[src/rtl/rxirq_pkg.sv]
// Package: shared event indices, widths and encodings for the receiver
// interrupt aggregator. Assumes a fixed set of eight event sources.
package rxirq_pkg;
    localparam int EVT_N = 8;
    localparam int HOLD_W = 2;

    typedef logic [EVT_N-1:0] evt_vec_t;

    // Bit positions in the status word (decoded by software).
    typedef enum int {
        EV_UNLOCK  = 0,
        EV_PARITY  = 1,
        EV_NONPCM  = 2,
        EV_DTSCD   = 3,
        EV_AUDIO   = 4,
        EV_PREEMPH = 5,
        EV_QSUB    = 6,
        EV_CSTAT   = 7
    } evt_idx_e;

    localparam logic [1:0] CM_PLL_OFF = 2'b01;
    localparam evt_vec_t EN_HOLD_RST = 8'b0000_0011;
    localparam evt_vec_t EN_DIRECT_RST = 8'b0001_1100;
    localparam logic [HOLD_W-1:0] HOLD_RST = 2'b01;
endpackage

[src/rtl/rxirq_status.sv]
// Status word register. Live bits follow their inputs one cycle late.
// Channel-status derived bits freeze while lock is lost. Sticky bits
// set on pulses and clear on a read strobe; a same-cycle pulse wins.
// Assumes pulse inputs are one cycle wide and synchronous to clk.
module rxirq_status
    import rxirq_pkg::*;
(
    input  logic     clk,
    input  logic     rst_n,
    input  logic     lock_lost,
    input  logic     par_err_p,
    input  logic     nonpcm_det,
    input  logic     dtscd_det,
    input  logic     audio_bit,
    input  logic     preemph_bit,
    input  logic     qsub_chg_p,
    input  logic     cstat_chg_p,
    input  logic     status_rd,
    output evt_vec_t status
);
    evt_vec_t stat_q;
    evt_vec_t stat_d;
    logic     cs_upd;

    // Next value of a sticky bit: hold unless read, then OR in the new event.
    function automatic logic sticky_next(input logic cur, input logic rd, input logic ev);
        return (cur & ~rd) | ev;
    endfunction

    // Channel-status derived bits update only while lock is held.
    assign cs_upd = ~lock_lost;

    // Compute the next status word from inputs and the current word.
    always_comb begin
        stat_d              = stat_q;
        stat_d[EV_UNLOCK]   = lock_lost;
        stat_d[EV_NONPCM]   = nonpcm_det;
        stat_d[EV_DTSCD]    = dtscd_det;
        if (cs_upd) begin
            stat_d[EV_AUDIO]   = audio_bit;
            stat_d[EV_PREEMPH] = preemph_bit;
        end
        stat_d[EV_PARITY] = sticky_next(stat_q[EV_PARITY], status_rd, par_err_p);
        stat_d[EV_QSUB]   = sticky_next(stat_q[EV_QSUB], status_rd, qsub_chg_p & cs_upd);
        stat_d[EV_CSTAT]  = sticky_next(stat_q[EV_CSTAT], status_rd, cstat_chg_p & cs_upd);
    end

    // Register the status word.
    always_ff @(posedge clk) begin
        if (!rst_n) begin
            stat_q <= '0;
        end else begin
            stat_q <= stat_d;
        end
    end

    assign status = stat_q;
endmodule

[src/rtl/rxirq_cfg.sv]
// Configuration registers: one enable vector per interrupt line and the
// hold-length code. Assumes write strobes are synchronous single cycles.
module rxirq_cfg
    import rxirq_pkg::*;
#(
    parameter int OUT_N = 2
) (
    input  logic              clk,
    input  logic              rst_n,
    input  logic [OUT_N-1:0]  en_we,
    input  logic              hold_we,
    input  evt_vec_t          wdata,
    output evt_vec_t          en_q [OUT_N],
    output logic [HOLD_W-1:0] hold_q
);
    // Reset value for enable register k.
    function automatic evt_vec_t en_reset(input int k);
        return (k == 0) ? EN_HOLD_RST : EN_DIRECT_RST;
    endfunction

    for (genvar k = 0; k < OUT_N; k++) begin : g_en
        // Load enable register k on its write strobe.
        always_ff @(posedge clk) begin
            if (!rst_n) begin
                en_q[k] <= en_reset(k);
            end else if (en_we[k]) begin
                en_q[k] <= wdata;
            end
        end
    end

    // Load the hold-length code.
    always_ff @(posedge clk) begin
        if (!rst_n) begin
            hold_q <= HOLD_RST;
        end else if (hold_we) begin
            hold_q <= wdata[HOLD_W-1:0];
        end
    end
endmodule

[src/rtl/rxirq_route.sv]
// Masks the status word with an enable vector and ORs the result.
// Purely combinational; assumes registered inputs.
module rxirq_route
    import rxirq_pkg::*;
(
    input  evt_vec_t status,
    input  evt_vec_t enable,
    output logic     active
);
    // Reduce the enabled events to one activity flag.
    assign active = |(status & enable);
endmodule

[src/rtl/rxirq_hold.sv]
// Hold timer for the stretched interrupt line. It reloads to the full
// length while the line's events are active, and counts down on fs_tick
// after they clear. It is emptied while force_off is high. The length is
// BASE_LEN << hold_sel. Assumes fs_tick is a single-cycle strobe.
module rxirq_hold
    import rxirq_pkg::*;
#(
    parameter int BASE_LEN = 512
) (
    input  logic              clk,
    input  logic              rst_n,
    input  logic              fs_tick,
    input  logic              force_off,
    input  logic              active,
    input  logic [HOLD_W-1:0] hold_sel,
    output logic              irq
);
    localparam int MAX_LEN = BASE_LEN << ((1 << HOLD_W) - 1);
    localparam int CNT_W   = $clog2(MAX_LEN + 1);

    logic [CNT_W-1:0] cnt_q;
    logic [CNT_W-1:0] full_len;

    // Decode the hold code into a tick count.
    always_comb begin
        full_len = CNT_W'(BASE_LEN) << hold_sel;
    end

    // Reload, count down, or clear the hold counter.
    always_ff @(posedge clk) begin
        if (!rst_n) begin
            cnt_q <= '0;
        end else if (force_off) begin
            cnt_q <= '0;
        end else if (active) begin
            cnt_q <= full_len;
        end else if (fs_tick && (cnt_q != '0)) begin
            cnt_q <= cnt_q - 1'b1;
        end
    end

    // Line is high while events are active or the hold is running.
    assign irq = ~force_off & (active | (cnt_q != '0));
endmodule

[src/rtl/rxirq_aggregator.sv]
// Receiver interrupt aggregator. It collects eight receiver events into a
// status word and drives a held interrupt line and a direct one, each
// with its own enable vector. Assumes all inputs are synchronous to clk.
module rxirq_aggregator
    import rxirq_pkg::*;
#(
    parameter int BASE_LEN = 512
) (
    input  logic       clk,
    input  logic       rst_n,
    input  logic       fs_tick,
    input  logic [1:0] clk_mode,
    input  logic       lock_lost,
    input  logic       par_err_p,
    input  logic       nonpcm_det,
    input  logic       dtscd_det,
    input  logic       audio_bit,
    input  logic       preemph_bit,
    input  logic       qsub_chg_p,
    input  logic       cstat_chg_p,
    input  logic       en_hold_we,
    input  logic       en_direct_we,
    input  logic       hold_we,
    input  logic [7:0] cfg_wdata,
    input  logic       status_rd,
    output logic [7:0] status,
    output logic       int_hold,
    output logic       int_direct
);
    localparam int OUT_N = 2;
    localparam int O_HOLD = 0;
    localparam int O_DIRECT = 1;

    evt_vec_t          stat_w;
    evt_vec_t          en_w [OUT_N];
    logic [HOLD_W-1:0] hold_w;
    logic [OUT_N-1:0]  act_w;
    logic              pll_off;

    // PLL-off mode forces both lines low.
    assign pll_off = (clk_mode == CM_PLL_OFF);

    rxirq_status u_status (
        .clk         (clk),
        .rst_n       (rst_n),
        .lock_lost   (lock_lost),
        .par_err_p   (par_err_p),
        .nonpcm_det  (nonpcm_det),
        .dtscd_det   (dtscd_det),
        .audio_bit   (audio_bit),
        .preemph_bit (preemph_bit),
        .qsub_chg_p  (qsub_chg_p),
        .cstat_chg_p (cstat_chg_p),
        .status_rd   (status_rd),
        .status      (stat_w)
    );

    rxirq_cfg #(.OUT_N(OUT_N)) u_cfg (
        .clk     (clk),
        .rst_n   (rst_n),
        .en_we   ({en_direct_we, en_hold_we}),
        .hold_we (hold_we),
        .wdata   (cfg_wdata),
        .en_q    (en_w),
        .hold_q  (hold_w)
    );

    for (genvar k = 0; k < OUT_N; k++) begin : g_route
        rxirq_route u_route (
            .status (stat_w),
            .enable (en_w[k]),
            .active (act_w[k])
        );
    end

    rxirq_hold #(.BASE_LEN(BASE_LEN)) u_hold (
        .clk       (clk),
        .rst_n     (rst_n),
        .fs_tick   (fs_tick),
        .force_off (pll_off),
        .active    (act_w[O_HOLD]),
        .hold_sel  (hold_w),
        .irq       (int_hold)
    );

    // Direct line has no hold: it follows its enabled events.
    assign int_direct = act_w[O_DIRECT] & ~pll_off;
    assign status     = stat_w;
endmodule


[config.mk]
export PLATFORM = sky130hd
export DESIGN_NAME = rxirq_aggregator
export DESIGN_NICKNAME = d
export VERILOG_FILES = /design/src/rtl/rxirq_pkg.sv /design/src/rtl/rxirq_status.sv /design/src/rtl/rxirq_cfg.sv /design/src/rtl/rxirq_route.sv /design/src/rtl/rxirq_hold.sv /design/src/rtl/rxirq_aggregator.sv
export SDC_FILE = /design/constraint.sdc
export NUM_CORES = 1
export LEC_CHECK = 0
export ABC_AREA = 1
export BUFFER_PORTS_ARGS = -buffer_cell sky130_fd_sc_hd__buf_2
export CORE_ASPECT_RATIO = 0.75
export CORE_UTILIZATION = 37
export DETAILED_ROUTE_END_ITERATION = 12
export PLACE_DENSITY = 0.56
export RECOVER_POWER = 25
export REMOVE_ABC_BUFFERS = 1
export SLEW_MARGIN = 10
export SYNTH_ARGS = -nofsm -noshare
export SYNTH_HDL_FRONTEND = slang
export SYNTH_SLANG_ARGS = --single-unit
[constraint.sdc]
create_clock -name clk -period 2.2 [get_ports clk]
set_input_delay 0.44 -clock clk [delete_from_list [all_inputs] [get_ports clk]]
set_output_delay 0.44 -clock clk [all_outputs]
set_load 0.05 [all_outputs]
==> results.txt <==
* Crit-path slowest cell: sky130_fd_sc_hd__dfxtp_1
- Among the stages of the critical path, the cell type that occurs most often is sky130_fd_sc_hd__inv_1.
- Post-DP HPWL: ~3.6 mm
- Worst relative slew slack: between 40% and 50%
* Post-layout worst setup margin: 194 ps
- TritonCTS Buffers: 5
- At the pin with the least slew margin, the transition time is between 800 and 900 ps.
- Post-CTS sizing: 0
- Yosys warning total: 0
* Leakage component of the power: ~1.1 nW
* Wire length of the first global-routing pass: roughly 8.3 mm
- Between clock sinks in the finished design, the worst skew comes to 8.99 ps.
- Routed Wire Length: roughly 4.8 mm
- In the routed design, unresolved DRC markers number 0.
- Clock buffer depth: 2
- The worst path in the final design needs a cycle of 2010 ps, including I/O delays and setup.
* Overall Power: approximately 2.1 mW
* Post-synthesis cell type count: 26
- The share of the Yosys chip area taken by registers is roughly two fifths.
- CTS clk-pin slew, worst paths: approximately 80 ps
* Antenna violations before repair: 0
- Layout overhead on the synthesized area: 16.8%
- WS Path Type: reg2out
- Crit end category: primary output
- In this run switching power makes up between 40% and 50% of total power.
* Portion of total power attributed to combinational logic: a little under two fifths
- Die ar.: around 5600 µm²
* Fin util: about 46%
* Reg power frac: 39.3%
* Cell-internal power: between 1 and 1.5 mW
- After technology mapping, the gate count stands at ~290.
- Max-cap violations in this run came to 0.
- Synthesis inferred 39 register bits.
- The clock network burns between 20% and 30% of the power.
* Data arrival time of the critical path: between 1500 and 2000 ps
- Fmax: around 500 MHz
- Setup violations remaining at the end of the flow were counted as 0.
* Overall die height: between 60 and 70 µm
* Summed negative setup slack over all endpoints: 0 ps
- Pin count of the biggest net entering global routing: 22
* Residual overflow from global routing: 0
* DRT antenna net count: 0
* Run status: finished, final reports clean
- Crit path largest cell delay: 330 ps
* Fraction of layout cells with a size suffix above 1: 19.6%
* Startpoint class of the critical path: flop
* Number of input and output port buffers inserted: 34
- Global routing used between 10% and 20% of the available tracks.
- The synthesized netlist occupies a cell area of between 1500 and 2000 µm².
- Antenna fix cells: 0
- CP max FO: 5
- Root Buffer Master: sky130_fd_sc_hd__clkbuf_8
- The worst-case IR drop observed on VDD is between 0.3 and 0.4 mV.
- The net count of the finished layout is roughly 350.
- Average vias per placed instance: between 4 and 5
* Std-Cell Rows: 22
- Before CTS, the worst setup slack after placement is about 530 ps.
- Worst hold slack: roughly 320 ps
* H-tree depth: 2
- Initial core utilization: 39.4%
- The later pin in the worst-skew pair is clocked with a latency of ~300 ps.
- P_sw: ~0.87 mW
- Clock tree synthesis found a total of 39 sinks.
- Critical-path cell list: inv_1, ha_1, inv_1, nor2_1, a31oi_1, buf_2
- The via count of the first global-routing pass was between 1,500 and 2,000.
* Path category of the worst min-delay check: in2reg
- Width of the die: 86.4 µm
- The first TritonRoute pass finished after 4 iterations.
- After synthesis, the mean cell area works out to around 6.9 µm².
- The number of pins with negative max-slew slack in the final report came to 0.
- In this run the post-CTS setup repair buffer count came out at 0.
- Crit path required time: between 1500 and 2000 ps
- Number of buffers inserted for hold repair after clock tree synthesis: 0
* Pwr per Cell Area: 931 nW/µm²
- Wire length per cell after detailed routing: ~12 µm
* Number of top-level pins: 35
- Last weighted congestion value of the routability-driven placer: between 0.7 and 0.8
- Hold Vio Cnt, Final: 0
- Total core area: 5010 µm²
* Setup repair after global routing missed its margin: no
- Detailed-route via count: 1,861
- After the first detailed-routing iteration, the DRC count stood at 82.
- TritonCTS built the clock tree.
- Final period util: 91.2%
logic make-up after synthesis:
family	synth area share, %
flops	39.5
simple gates	40.2
xor+xnor	0.443
buf+inv	7.03
compound gates	11.6
fa+ha+maj	1.27
worst max-delay path: cells and delay by family (launching register included):
| family | cells | cell delay (ps) |
|---|---|---|
| buf+inv | 3 | 400 |
| flops | 1 | 330 |
| simple gates | 1 | 230 |
| fa+ha+maj | 1 | 200 |
| compound gates | 1 | 120 |
cells in the mapped netlist, drive strengths merged:
cell type | instances | area share (%)
ha | 2 | 1.3
nor3 | 3 | 0.76
a21oi | 16 | 4.6
o21ai | 18 | 4.6
o21bai | 2 | 0.76
a221oi | 1 | 0.44
buf | 1 | 0.57
xor2 | 1 | 0.44
a22o | 2 | 0.89
and2 | 1 | 0.32
nand2 | 64 | 14
inv | 30 | 5.7
clkbuf | 4 | 0.76
nand4 | 3 | 0.95
nand3 | 26 | 6.6
nor2 | 73 | 17
a31oi | 1 | 0.32
dfxtp | 39 | 40
per-stage QoR:
stage          area (µm²)  std cells
2_1_floorplan        1950        282
3_3_place_gp         2220        390
3_5_place_dp         2220        390
4_1_cts              2310        398
5_1_grt              2310        398
6_report             2310        398
path summary, 6_finish.rpt:
check,from,to,slack (ps),cells past startpoint
setup / recovery,u_hold.cnt_q[0],int_hold,190,6
hold / removal,nonpcm_det,u_status.status[2],320,3
setup reg to reg,u_hold.cnt_q[0],u_hold.cnt_q[10],740,9
hold reg to reg,u_cfg.en_q[8],u_cfg.en_q[8],460,2
routing by layer:
layer | vias to the layer above | GRT usage, % | routed length [µm]
met2 | 37 | 27.8 | 1850
met5 | - | 0 | 0
met3 | 4 | 3.89 | 225
met4 | 0 | 5.63 | 46
li1 | 994 | - | -
met1 | 826 | 28.5 | 2670
state kept, by name, indices dropped and copies added, names as in the netlist:
register / cells
u_cfg.en_q: 16
u_cfg.hold_q: 2
u_hold.cnt_q: 13
u_status.status: 8
cell type report:
cell class              instances  area, µm²
clock buffers                   5       68.8
clock inverters                 3       20.0
fillers                       542       2700
inverters                      30        113
multi-input cells             213       1060
flip-flops and latches         39        781
well taps                      72       90.1
repair buffers                 36        179
power groups by stage:
stage | clock network (mW) | logic, mW | registers, mW
global placement | 0 | 0.798 | 0.860
global route | 0.554 | 0.911 | 0.855
detailed placement | 0 | 0.802 | 0.860
CTS | 0.514 | 0.806 | 0.844
finish | 0.502 | 0.801 | 0.844
floorplan | 0 | 0.606 | 0.874
cell usage in the layout (no fill, tap or decap), types with 2 or more instances in the layout:
master and count:
sky130_fd_sc_hd__nand2_4 3, sky130_fd_sc_hd__nand2_2 2, sky130_fd_sc_hd__nor3_1 3, sky130_fd_sc_hd__nor2_4 7, sky130_fd_sc_hd__dfxtp_1 39, sky130_fd_sc_hd__o21ai_0 14, sky130_fd_sc_hd__a22o_1 2, sky130_fd_sc_hd__o21bai_1 2
sky130_fd_sc_hd__inv_1 26, sky130_fd_sc_hd__nand2_1 58, sky130_fd_sc_hd__clkbuf_8 5, sky130_fd_sc_hd__buf_2 32, sky130_fd_sc_hd__ha_1 2, sky130_fd_sc_hd__nand4_1 3, sky130_fd_sc_hd__nand3_1 26, sky130_fd_sc_hd__o21ai_1 4
sky130_fd_sc_hd__inv_2 4, sky130_fd_sc_hd__clkinvlp_4 2, sky130_fd_sc_hd__nor2_1 61, sky130_fd_sc_hd__a21oi_1 15, sky130_fd_sc_hd__clkbuf_1 3, sky130_fd_sc_hd__nor2_2 5
No activity file was read; power rests on OpenSTA's default activity.
